$ cat config.mk
export PLATFORM = sky130hd
export DESIGN_NAME = dma_xfer_seq
export DESIGN_NICKNAME = d
export VERILOG_FILES = /design/src/rtl/dxs_pkg.sv /design/src/rtl/dxs_edge_det.sv /design/src/rtl/dxs_start_gate.sv /design/src/rtl/dxs_fsm.sv /design/src/rtl/dma_xfer_seq.sv
export SDC_FILE = /design/constraint.sdc
export NUM_CORES = 1
export LEC_CHECK = 0
export ABC_CLOCK_PERIOD_IN_PS = 3510
export BUFFER_PORTS_ARGS = -buffer_cell sky130_fd_sc_hd__buf_2
export CORE_ASPECT_RATIO = 1.25
export CORE_MARGIN = 2
export CORE_UTILIZATION = 25
export DETAILED_ROUTE_END_ITERATION = 16
export PLACE_DENSITY_LB_ADDON = 0.1
export SLEW_MARGIN = 40
export SYNTH_ARGS = -nofsm -noshare
export SYNTH_HDL_FRONTEND = slang
export SYNTH_SLANG_ARGS = --single-unit
$ cat constraint.sdc
create_clock -name clk -period 3.51 [get_ports clk]
set_input_delay 0.702 -clock clk [delete_from_list [all_inputs] [get_ports clk]]
set_output_delay 0.702 -clock clk [all_outputs]
set_load 0.01 [all_outputs]
$ cat src/rtl/dxs_pkg.sv
package dxs_pkg;
  typedef enum logic [1:0] {
    ST_IDLE = 2'd0,
    ST_HOST = 2'd1,
    ST_PH1  = 2'd2,
    ST_PH2  = 2'd3
  } xfer_st_e;
endpackage

$ cat src/rtl/dxs_edge_det.sv
module dxs_edge_det #(
  parameter int N = 4
) (
  input  logic         clk,
  input  logic         rst,
  input  logic [N-1:0] sig_n,
  output logic [N-1:0] rise,
  output logic [N-1:0] fall
);
  logic [N-1:0] prev_q;

  always_ff @(posedge clk) begin
    if (rst) prev_q <= '1;
    else     prev_q <= sig_n;
  end

  // Active-low inputs: a rise is the end of an assertion.
  assign rise = ~prev_q & sig_n;
  assign fall = prev_q & ~sig_n;
endmodule

$ cat src/rtl/dxs_start_gate.sv
module dxs_start_gate (
  input  logic dma_en,
  input  logic target,
  input  logic drive_bus,
  input  logic busy,
  input  logic start_send,
  input  logic start_trecv,
  input  logic start_irecv,
  output logic go,
  output logic go_send,
  output logic go_target,
  output logic err_set
);
  logic ok_send, ok_trecv, ok_irecv;

  always_comb begin
    ok_send  = start_send  && dma_en && drive_bus && !busy;
    ok_trecv = start_trecv && dma_en && target    && !busy;
    ok_irecv = start_irecv && dma_en && !target   && !busy;
    go        = ok_send || ok_trecv || ok_irecv;
    go_send   = ok_send;
    go_target = target;
    err_set   = dma_en && ((start_trecv && !target) || (start_irecv && target));
  end
endmodule

$ cat src/rtl/dxs_fsm.sv
module dxs_fsm
  import dxs_pkg::*;
#(
  parameter int DW = 8
) (
  input  logic          clk,
  input  logic          rst,
  input  logic          dma_en,
  input  logic          go,
  input  logic          go_send,
  input  logic          go_target,
  input  logic          byte_end,
  input  logic          host_wr_low,
  input  logic [DW-1:0] host_wdata,
  input  logic          scsi_req_i,
  input  logic          scsi_ack_i,
  input  logic [DW-1:0] scsi_data_i,
  output xfer_st_e      state,
  output logic          is_send,
  output logic          is_target,
  output logic [DW-1:0] hold
);
  xfer_st_e      st_q, st_d;
  logic          send_q, tgt_q;
  logic [DW-1:0] hold_q;
  logic          peer_hi;

  // Target waits on ACK from the initiator, initiator waits on REQ.
  assign peer_hi = tgt_q ? scsi_ack_i : scsi_req_i;

  always_comb begin
    st_d = st_q;
    unique case (st_q)
      ST_IDLE: if (go) st_d = go_send ? ST_HOST : ST_PH1;
      ST_HOST: if (byte_end) st_d = ST_PH1;
      ST_PH1:  if (peer_hi) st_d = ST_PH2;
      ST_PH2:  if (!peer_hi) st_d = ST_HOST;
      default: st_d = ST_IDLE;
    endcase
    if (!dma_en) st_d = ST_IDLE;
  end

  always_ff @(posedge clk) begin
    if (rst) begin
      st_q   <= ST_IDLE;
      send_q <= 1'b0;
      tgt_q  <= 1'b0;
      hold_q <= '0;
    end else begin
      st_q <= st_d;
      if (st_q == ST_IDLE && go) begin
        send_q <= go_send;
        tgt_q  <= go_target;
      end
      if (send_q && st_q == ST_HOST && host_wr_low)
        hold_q <= host_wdata;
      else if (!send_q && st_q == ST_PH1 && peer_hi && dma_en)
        hold_q <= scsi_data_i;
    end
  end

  assign state     = st_q;
  assign is_send   = send_q;
  assign is_target = tgt_q;
  assign hold      = hold_q;
endmodule

$ cat src/rtl/dma_xfer_seq.sv
module dma_xfer_seq
  import dxs_pkg::*;
#(
  parameter int DW = 8
) (
  input  logic          clk,
  input  logic          rst,
  input  logic          cfg_dma_en,
  input  logic          cfg_block,
  input  logic          cfg_target,
  input  logic          cfg_drive_bus,
  input  logic          cfg_eop_irq_en,
  input  logic          start_send,
  input  logic          start_trecv,
  input  logic          start_irecv,
  input  logic          dack_n,
  input  logic          ior_n,
  input  logic          iow_n,
  input  logic          eop_n,
  input  logic [DW-1:0] host_wdata,
  output logic [DW-1:0] host_rdata,
  output logic          drq,
  output logic          ready,
  output logic          irq,
  output logic          cfg_err,
  input  logic          scsi_req_i,
  input  logic          scsi_ack_i,
  input  logic [DW-1:0] scsi_data_i,
  output logic          scsi_req_o,
  output logic          scsi_ack_o,
  output logic [DW-1:0] scsi_data_o,
  output logic          scsi_data_oe
);
  localparam int NE = 4;
  localparam int E_DACK = 0;
  localparam int E_IOR  = 1;
  localparam int E_IOW  = 2;
  localparam int E_EOP  = 3;

  logic [NE-1:0] rise, fall;
  logic          go, go_send, go_target, err_set;
  logic          busy, byte_end, strobe_rise, host_wr_low;
  xfer_st_e      state;
  logic          is_send, is_target;
  logic [DW-1:0] hold;
  logic          irq_q, err_q;

  dxs_edge_det #(.N(NE)) u_edge (
    .clk  (clk),
    .rst  (rst),
    .sig_n({eop_n, iow_n, ior_n, dack_n}),
    .rise (rise),
    .fall (fall)
  );

  assign busy = (state != ST_IDLE);

  dxs_start_gate u_gate (
    .dma_en     (cfg_dma_en),
    .target     (cfg_target),
    .drive_bus  (cfg_drive_bus),
    .busy       (busy),
    .start_send (start_send),
    .start_trecv(start_trecv),
    .start_irecv(start_irecv),
    .go         (go),
    .go_send    (go_send),
    .go_target  (go_target),
    .err_set    (err_set)
  );

  assign strobe_rise = is_send ? rise[E_IOW] : rise[E_IOR];
  assign byte_end    = cfg_block ? (strobe_rise && !dack_n) : rise[E_DACK];
  assign host_wr_low = !iow_n && !dack_n;

  dxs_fsm #(.DW(DW)) u_fsm (
    .clk        (clk),
    .rst        (rst),
    .dma_en     (cfg_dma_en),
    .go         (go),
    .go_send    (go_send),
    .go_target  (go_target),
    .byte_end   (byte_end),
    .host_wr_low(host_wr_low),
    .host_wdata (host_wdata),
    .scsi_req_i (scsi_req_i),
    .scsi_ack_i (scsi_ack_i),
    .scsi_data_i(scsi_data_i),
    .state      (state),
    .is_send    (is_send),
    .is_target  (is_target),
    .hold       (hold)
  );

  always_ff @(posedge clk) begin
    if (rst) begin
      irq_q <= 1'b0;
      err_q <= 1'b0;
    end else begin
      if (go)                                   irq_q <= 1'b0;
      else if (fall[E_EOP] && cfg_eop_irq_en)   irq_q <= 1'b1;
      if (err_set) err_q <= 1'b1;
    end
  end

  // Moore decode from the state flops.
  assign drq          = cfg_block ? busy : (state == ST_HOST);
  assign ready        = cfg_block && (state == ST_HOST);
  assign scsi_req_o   = is_target && (state == ST_PH1);
  assign scsi_ack_o   = !is_target && (state == ST_PH2);
  assign scsi_data_oe = is_send && (state == ST_PH1 || state == ST_PH2);
  assign scsi_data_o  = hold;
  assign host_rdata   = hold;
  assign irq          = irq_q;
  assign cfg_err      = err_q;
endmodule

=== Word level (Yosys, flattened, before mapping) ===
Index checks and enable logic that the tools add are counted.

* Eq/ne operators: 7
* Reduce and logical (&&, ||, !) cells: 41
* Muxes and demuxes: 12
* Bitwise gates (word level): 5

{| class="wikitable"
|+ Operators by type and width
! cell !! number
|-
| 1-bit logical AND || 25
|-
| 8-bit two-way mux || 2
|-
| 2-bit two-way mux || 5
|-
| 2-bit one-hot mux with 4 select lines || 1
|-
| 1-bit zero test || 6
|-
| 4-bit bitwise AND || 1
|-
| 2-bit == test, second input constant || 2
|-
| 1-bit logical OR || 4
|-
| 1-bit two-way mux || 4
|-
| 2-bit by 1-bit inequality test with 1-bit output, second input constant || 2
|-
| 2-bit inequality test, second input constant || 2
|-
| 4-bit NOT || 1
|-
| 4-bit AND reduction || 1
|-
| 2-bit nonzero test || 2
|-
| 2-bit OR reduction || 2
|-
| 3-bit bitwise AND || 1
|-
| 3-bit NOT || 1
|-
| 2-bit by 1-bit == test with 1-bit output, second input constant || 1
|-
| 2-bit zero test || 1
|-
| 1-bit NOT || 1
|}

* Logic and storage cells: 72
* Input port bits: 32
* Register bits after elaboration: 18
* Output and inout port bits: 23

=== Depth between registers and ports, before layout ===
* Depth in word-level cells: 7
* Mapped depth: 6
* Mapped depth without buffers: 6

=== Cells and area by module ===
From an unflattened synthesis, not the netlist that was laid out.

* Cell total of the unflattened synthesis: 121
* Area total of the unflattened synthesis: 1,056.0 sq um

{| class="wikitable"
|+ Modules (own cells, without submodules)
! module !! cells an instance !! area an instance (sq um) !! times used
|-
| dxs_fsm || 70 || 641.9 || 1
|-
| dma_xfer_seq || 27 || 201.4 || 1
|-
| dxs_edge_det || 16 || 160.2 || 1
|-
| dxs_start_gate || 8 || 52.6 || 1
|}

=== Least setup slack after synthesis ===
OpenSTA, ideal clock, no wires.

* Path kind: input port to flip-flop
* Start: input scsi_ack_i
* End: register u_fsm.st_q[0] (netlist: u_fsm.state[0])
* Cell stages on the path: 4
* Arrival time: 1.517 ns
* Path slack: 1.864 ns
* Buffers on the path: 0
* Setup time: 0.129 ns
* Data required time: 3.381 ns
* Path through: mux2i_1 mux2i_1 o221ai_1 mux2i_1

* Word-level cells in the longest chain between the ends: 3
* Elaborated cells between the ends (all ways): 4
* Classes of those cells: 2 x eq/ne; 1 x mux; 1 x reduce/logical

{| class="wikitable"
|+ RTL lines
! element !! RTL line !! text
|-
| from (decl) || dma_xfer_seq.sv:27 || <nowiki>input logic scsi_ack_i,</nowiki>
|-
| 1-bit two-way mux (*) || dxs_fsm.sv:29 || <nowiki>assign peer_hi = tgt_q ? scsi_ack_i : scsi_req_i;</nowiki>
|-
| 2-bit inequality test (no line) / 2-bit by 1-bit inequality test with 1-bit output (equally long branches) || -- ||
|-
| 4-bit AND reduction (no line) (*) || -- ||
|-
| to (signal assigned) || dxs_fsm.sv:50 || <nowiki>st_q <= st_d;</nowiki>
|-
| to (decl) || dxs_fsm.sv:23 || <nowiki>xfer_st_e st_q, st_d;</nowiki>
|}

Every way passes the cells marked *; elsewhere a longest branch is shown, timed or not.
A chain may end at the register's enable or synchronous reset.

=== Final worst setup path ===
* Start: register u_fsm.st_q[0] (netlist: u_fsm.state[0])
* End: output scsi_data_oe

* Word-level cells in the longest chain between the ends: 3
* Elaborated cells between the ends (all ways): 4
* Classes of those cells: 2 x eq/ne; 2 x reduce/logical

{| class="wikitable"
|+ RTL lines
! element !! RTL line !! text
|-
| 2-bit == test || dma_xfer_seq.sv:111 || <nowiki>assign scsi_data_oe = is_send && (state == ST_PH1 || state == ST_PH2);</nowiki>
|-
| 1-bit logical OR (*) || dma_xfer_seq.sv:111 ||
|-
| 1-bit logical AND (*) || dma_xfer_seq.sv:111 ||
|-
| to (decl) || dma_xfer_seq.sv:32 || <nowiki>output logic scsi_data_oe</nowiki>
|}

Marked as above.

==> reports/metrics.yaml <==
worst_setup_path:
  timing.reg2reg.setup_slack_ps: 1640
  crit_chain: "inv_1 > ha_1 > nor2_1 > nor2b_1 > buf_2"
  cp_data_required_time_ps: 2810
  critPathKind: "flip-flop to output port"
  worst_r2r_startpoint: "u_fsm.state[1]$_SDFFE_PP0P_"
  worstPathBufferInverterCount: 2
  arrival_ps: 1310
  timing.critical_path.max_delay_family: "flip-flops"
  critPathSlowestCell: "sky130_fd_sc_hd__dfxtp_1"
  critical_path_depth: 5
  r2r_end: "u_fsm.state[0]$_SDFFE_PP0P_"
  cp-start-kind: "flip-flop"
  end_kind: "output port"
  rr_worst_depth: 6
  critical_path.max_fanout: 4
  slowest_delay_ps: 390
sta:
  period_share_pct: 57.2
  timing.final.max_slew_violations: 0
  final_hold_viol_count: 0
  final_period_minus_worst_setup_slack_ps: 2010
  finClkSkew_ps: 3.17
  timing.fmax_mhz: 498
  max_slew_margin_vs_limit_pct: 59.5
  worst_slew_pin_slew_ps: 602
  rsz0062_at_grt: "false"
  timing.setup.tns_ps: 0
  setup-violations-final: 0
run_status:
  outcome: "finished clean"
pwr:
  power_leakage_nw: 0.627
  irDropWorstVdd_uv: 123
  post-layout-total-power_mw: 0.449
  power_density_normalized_to_cell_area_nw_per_um2: 355
placement:
  io_buffer_count: 54
  dp_hpwl_mm: 1.79
  gp_congestion: 0.709
  post_place_cells: 188
clock_tree:
  ctsHtreeMaxLevel: 1
  numCtsBuffers: 3
  clock_sink_count: 18
  clk_transition_reported_paths_ps: 70
  root_buffer: "sky130_fd_sc_hd__clkbuf_8"
  post-cts-setup-buffers: 0
  clkLatencyLatePin_ps: 250
  post_cts_resize_count: 0
  cts-root-to-sink-buffers: 2
  cts_tree: "yes"
  postCtsHoldBufs: 0
floorplanning:
  chipWidth_um: 59.3
  die_h_um: 73.2
  floorplan.io_pins: 55
  core_area_um2: 3720
  design.die.area_um2: 4340
  floorplan.initialDensity_pct: 25.7
  row_count: 25
synthesis:
  synth.mux.area_fraction_pct: 15.8
  dominantRegCellSynth: "sky130_fd_sc_hd__dfxtp_1"
  synth-xor-area-share_pct: 0
  synth-compound-area-share_pct: 13.6
  synthesis.instances: 104
  synthSimpleGateAreaFrac_pct: 18.4
  largest_family_of_logic_cells_by_synthesized_area: "simple AND/OR/NAND/NOR gates"
  synth_enable_flop_cells: 0
  number_of_synthesized_register_bits: 18
  synth_fp_nets: 140
  synth.cell_area_um2: 957
  ys_async_sr_fraction_pct: 0
  yosys_warnings: 0
  synthesis.area_per_instance_um2: 9.20
  synth_fa_ha_area_share_pct: 5.23
  synth_seq_area_share_pct: 37.6
  ys_types: 28
global_routing:
  groute.usage.overall_pct: 10.9
  grt_max_degree: 18
  grt_pass1_vias: 794
  grt_remaining_overflow: 0
  antenna_found_initial: 0
  wire_length_of_the_first_global_routing_pass_mm: 3.56
final_layout:
  finalNetCount: 189
  layout.core_utilization_pct: 33.9
  instances_no_fill: 192
  antenna-diode-count: 0
  nFillCells: 420
  area_delta_synth_final_pct: 31.9
  drive_above_1_share_pct: 43.4
worst_hold_path:
  hold_crit_endpoint: "cfg_err$_SDFFE_PP0P_"
  worstHoldPathCells: 2
  holdCritPathClass: "flip-flop to flip-flop"
  worst_hold_startpoint: "cfg_err$_SDFFE_PP0P_"
drt:
  first_iter_violations: 21
  drt.antenna.violating_nets: 0
  drcViolationCount: 0
  vias: 864
  routed_wirelength_mm: 2.26
  top_layer_used: "met4"
  wl_met1_mm: 1.01
  drt-pass1-iter-count: 4
  met2WireLength_mm: 1.06
  detail_route.wl_per_cell_um: 11.8
  vias_per_cell: 4.50
  routed_wl_met3_um: 162
job:
  cap_violations: 0
==> kinds of logic after synthesis <==
| logic type | after synthesis |
|---|---|
| adder cells (fa/ha/maj) | 4 |
| multiplexers | 15 |
| flip-flops | 18 |
| AND/OR/NAND/NOR | 33 |
| AO/OA/AOI/OAI | 19 |
| buffers and inverters | 15 |
==> flip-flops by register name (all words and copies together) (netlist names) <==
signal           cells
u_fsm.is_target      1
u_fsm.hold           8
irq                  1
u_fsm.state          2
cfg_err              1
u_edge.prev_q        4
u_fsm.is_send        1
==> worst reg2reg max path: stages, from the launching register on <==
cell,delay [ps]
sky130_fd_sc_hd__dfxtp_1,420
sky130_fd_sc_hd__inv_1,90
sky130_fd_sc_hd__ha_1,250
sky130_fd_sc_hd__nand4_1,180
sky130_fd_sc_hd__o21ai_0,270
sky130_fd_sc_hd__o221ai_1,370
sky130_fd_sc_hd__mux2i_1,230
==> metrics by stage <==
step	hold slack [ps]	cell area [µm²]	worst slack (ps)
floorplan	472	957	1860
global placement	449	1210	1480
detailed placement	477	1210	1480
CTS	495	1260	1480
global route	514	1260	1390
finish	479	1260	1500
==> report_power, final <==
part | internal [mW] | switching [mW]
sequential | 0.212 | 0.00592
combinational | 0.0334 | 0.0318
clock | 0.0994 | 0.0657
total | 0.345 | 0.103
==> cell type report <==
class	instances	area, µm²	share of cell area, %
clock buffer	4	55.1	4.36
inverter	5	18.8	1.49
multi-input combinational	71	508	40.2
sequential	18	360	28.5
tap	40	50.0	3.96
timing repair buffer	54	270	21.4
==> routing by layer <==
metal / track usage (%) / vias to the layer above
met3: 2.30 / 2
met2: 17.0 / 32
met5: 0 / -
li1: - / 449
met4: 5.30 / 0
met1: 14.0 / 381
==> cells in the final DEF, fill, tap and decap left out, drive strengths merged <==
cell type and n:
nor3 2, ha 4, dfxtp 18, nand2 6
o211a 1, nand3 1, o31ai 1, mux2 1
o221ai 1, nor2 12, a31oi 1, o21ai 4
nor3b 1, clkbuf 4, mux2i 14, and2 2
a211oi 8, and3b 1, or2 4, buf 54
a21oi 2, o211ai 1, nor2b 2, inv 5
and2b 1, nand4 1
==> Yosys cell counts (2+ instances only) <==
| master | instances | share of area [%] |
|---|---|---|
| sky130_fd_sc_hd__nor2b_1 | 2 | 1.3 |
| sky130_fd_sc_hd__a21oi_1 | 2 | 1.0 |
| sky130_fd_sc_hd__dfxtp_1 | 18 | 38 |
| sky130_fd_sc_hd__buf_4 | 8 | 6.3 |
| sky130_fd_sc_hd__nor2_1 | 12 | 4.7 |
| sky130_fd_sc_hd__buf_2 | 2 | 1.0 |
| sky130_fd_sc_hd__or2_2 | 4 | 2.6 |
| sky130_fd_sc_hd__mux2i_1 | 14 | 15 |
| sky130_fd_sc_hd__nand2_1 | 6 | 2.4 |
| sky130_fd_sc_hd__o21ai_0 | 4 | 2.1 |
| sky130_fd_sc_hd__a211oi_1 | 8 | 6.3 |
| sky130_fd_sc_hd__ha_1 | 4 | 5.2 |
| sky130_fd_sc_hd__inv_1 | 5 | 2.0 |
==> worst max path at each step <==
stage / to / start / slack [ps]
5_1_grt: scsi_data_oe / u_fsm.state[0]$_SDFFE_PP0P_ / 1390
2_1_floorplan: u_fsm.state[0]$_SDFFE_PP0P_ / scsi_ack_i / 1860
6_report: scsi_data_oe / u_fsm.state[0]$_SDFFE_PP0P_ / 1500
4_1_cts: scsi_req_o / u_fsm.state[0]$_SDFFE_PP0P_ / 1480
3_3_place_gp: u_fsm.state[0]$_SDFFE_PP0P_ / cfg_target / 1480
3_5_place_dp: u_fsm.state[0]$_SDFFE_PP0P_ / cfg_target / 1480
(Power assumes the default switching activity.)
